`src/rtl/pfx_add.sv`:
```
module pfx_add #(
  parameter int WIDTH = 4
) (
  input  logic [WIDTH-1:0] a_i,
  input  logic [WIDTH-1:0] b_i,
  input  logic             cin_i,
  output logic [WIDTH-1:0] sum_o,
  output logic             cout_o
);
  localparam int TOP = WIDTH;
  localparam int NXT = WIDTH - 1;

  function automatic logic gray_cell(input logic g_hi, input logic p_hi, input logic g_lo);
    return g_hi | (p_hi & g_lo);
  endfunction

  // Position 0 holds the carry-in; data bit k lives at position k+1.
  logic [TOP:0]   pos_p;
  logic [TOP:0]   pos_g;
  logic [NXT:0]   pre_g;
  logic           pair_g;
  logic           pair_p;

  assign pos_p = {a_i ^ b_i, 1'b0};
  assign pos_g = {a_i & b_i, cin_i};

  // buffer cell
  assign pre_g[0] = pos_g[0];

  genvar i;
  generate
    for (i = 1; i < NXT; i++) begin : g_low
      assign pre_g[i] = gray_cell(pos_g[i], pos_p[i], pre_g[i-1]);
    end
  endgenerate

  // black cell: merge the two top positions
  assign pair_g = gray_cell(pos_g[TOP], pos_p[TOP], pos_g[NXT]);
  assign pair_p = pos_p[TOP] & pos_p[NXT];

  assign pre_g[NXT] = gray_cell(pos_g[NXT], pos_p[NXT], pre_g[NXT-1]);
  assign cout_o     = gray_cell(pair_g, pair_p, pre_g[NXT-1]);

  assign sum_o = pos_p[TOP:1] ^ pre_g;
endmodule

```
`config.mk`:
```
export PLATFORM = sky130hd
export DESIGN_NAME = pfx_add
export DESIGN_NICKNAME = d
export VERILOG_FILES = /design/src/rtl/pfx_add.sv
export SDC_FILE = /design/constraint.sdc
export NUM_CORES = 1
export LEC_CHECK = 0
export CAP_MARGIN = 20
export CORE_AREA = 2 2 39 41
export DETAILED_ROUTE_END_ITERATION = 16
export DIE_AREA = 0 0 41 43
export DONT_BUFFER_PORTS = 1
export PLACE_DENSITY_LB_ADDON = 0.12
export RECOVER_POWER = 50
export SETUP_SLACK_MARGIN = 0.5
export SLEW_MARGIN = 10
export SYNTH_ARGS = -nofsm -noshare
export SYNTH_HDL_FRONTEND = slang
export SYNTH_SLANG_ARGS = --single-unit
```
`constraint.sdc`:
```
create_clock -name vclk -period 2.8
set_clock_uncertainty 0.1 [all_clocks]
set_input_delay 0.56 -clock vclk [all_inputs]
set_output_delay 0.56 -clock vclk [all_outputs]
set_load 0.01 [all_outputs]
```
==> impl_results.md <==
- Worst VDD drop: 46.9 uV
- Count of final setup violators: 0
- Syn. warnings: 0
- Final Wtd Congestion: 0.592
- Post-synthesis compound-gate area fraction: 3.96%
- Die height: 43 um
- TritonRoute pass-1 iters: 1
- Largest net degree at the start of global routing: 4
- CLK BUF: 0
- Number of post-CTS setup repair buffers: 0
- # IOs: 14
- GRT Total Usage: 2.71%
- Worst slack at placement: 383 ps
- Critical path class: primary input to output pin
- Ratio of final minimum period to clock period: 89.9%
- Antenna Cells: 0
- Vias in the first global route: 97
- Synth cell types: 7
- Initial cell density of the core: 9.13%
- Syn Nets: 28
- Share of cells above drive strength 1: 50.0%
- DRT iter0 DRCs: 0
- Yosys top cell by area: fa_1
- Seq. cell area: 0 um2
- Hold crit path type: primary input to output pin
- Required @ worst endpoint: 2140 ps
- Post-route setup slack: 283 ps
- Adder-cell area share of the yosys netlist: 67.3%
- Placed cell count: 30
- Post-synthesis simple-gate area fraction: 6.93%
- Fin. Hold Viols: 0
- Max-slew headroom: 87.9%
- Hold buffer count at cts: 0
- Xor/xnor cell area share of the yosys netlist: 6.93%
- Antenna violations before repair: 0
- Unrepaired setup endpoints after global routing: yes
- Met3 Resource Use GR: 1.05%
- Worst Tran Pin Value: 182 ps
- Post-layout util: 12.3%
- Post-Layout Cell Count: 30
- Highest clock rate: 397 MHz
- Post-synthesis mux area share: 0%
- Post-synthesis sequential area ratio: 0%
- # fillers: 153
- Met1 Resource Use GR: 3.83%
- Grt ovf: 0
- Via count: 90
- Arr. time, crit path: 1860 ps
- Endpoint class of the critical path: output pin
- Final Slew Violations: 0
- Die width: 41 um
- First-pass GRT wire length: 345 um
- Net count, final: 30
- Met2 usage: 4.06%
- Multi-input logic area: 120 um2
- Post-DRT Antenna Nets: 0
- Site Rows: 14
- Top-count cell post-synth: inv_1
- Area growth syn-to-layout: 34.7%
- Post-DP HPWL: 237 um
- Status: finished clean
- Routed WL per cell: 7.93 um
- Post-synth top area share: 47.5%
- Number of port buffers: 0
- Pwr Density: 196 nW/um2
- Mean Syn Cell Area: 9.03 um2
- Top cells by count, synth: inv_1 (5), fa_1 (3), ha_1 (2)
- Core area: 1380 um2
- Synthesized area: 126 um2
- Maxcap violations: 0
- Full die area: 1760 um2
- Final-layout worst hold slack: 1210 ps
- Largest family of logic cells by synthesized area: adder cells
- Mapped Cells: 14
- Critical-path maximum fanout: 2
- GR peak layer: met2
- Sequential cells: 0
- Time the worst path needs with I/O delays and setup: 2520 ps
- P_leak: 0.0686 nW
- Crit start category: primary input
- Setup TNS: 0 ps
- Ranking of synthesized cells by area: fa_1 (48%), ha_1 (20%), inv_1 (15%), xor2_1 (6.9%), a21oi_1 (4.0%)
- Routed WL: 238 um
- Vias per cell: 3.00
- DRC: 0
[cell families after synthesis]
logic type               Yosys count
XOR/XNOR                           1
buffers and inverters              5
adder cells (fa/ha/maj)            5
AO/OA/AOI/OAI                      1
AND/OR/NAND/NOR                    2
[area by class of cell]
type,instances,share of cell area (%)
inverter,5,17.6
multi-input combinational,9,70.6
tap,16,11.8
[report_power, final]
| group | leakage (nW) | internal, mW | total [mW] | switching [mW] |
|---|---|---|---|---|
| clock network | 0 | 0 | 0 | 0 |
| registers | 0 | 0 | 0 | 0 |
| logic | 0.0686 | 0.0142 | 0.0333 | 0.0191 |
| total | 0.0686 | 0.0142 | 0.0333 | 0.0191 |
[per-layer routing]
| layer | routed length (um) | vias to the layer above |
|---|---|---|
| li1 | - | 40 |
| met1 | 107 | 36 |
| met2 | 64 | 14 |
| met3 | 67 | 0 |
| met4 | 0 | 0 |
| met5 | 0 | - |
[cell usage in the layout, fill, tap and decap left out]
cell        instances
clkinvlp_2          1
nand2_1             1
fa_1                1
nand3_1             1
ha_1                2
inv_4               1
inv_8               1
xor2_2              1
fa_2                2
a21oi_1             1
inv_1               1
inv_2               1
[worst paths after layout]
| path | cells past startpoint | start | to |
|---|---|---|---|
| setup / recovery | 5 | a_i[0] | sum_o[2] |
| hold / removal | 1 | b_i[1] | sum_o[1] |
[worst max-delay path: stages]
cell	delay [ps]
clkinvlp_2	70
fa_2	200
inv_2	40
fa_1	410
fa_2	580
[repair_timing]
action	4_1_cts	5_1_grt
pin swaps	1	0
endpoints found under the setup margin	2	2
gates resized for setup	0	4
[through the flow]
| stage | power (mW) | instance area (um2) |
|---|---|---|
| 6_report | 0.0333 | 170 |
| 5_1_grt | 0.0385 | 170 |
| 4_1_cts | 0.0353 | 179 |
| 3_5_place_dp | 0.0351 | 179 |
| 3_3_place_gp | 0.0351 | 179 |
| 2_1_floorplan | 0.0307 | 159 |
(Power assumes the default switching activity.)
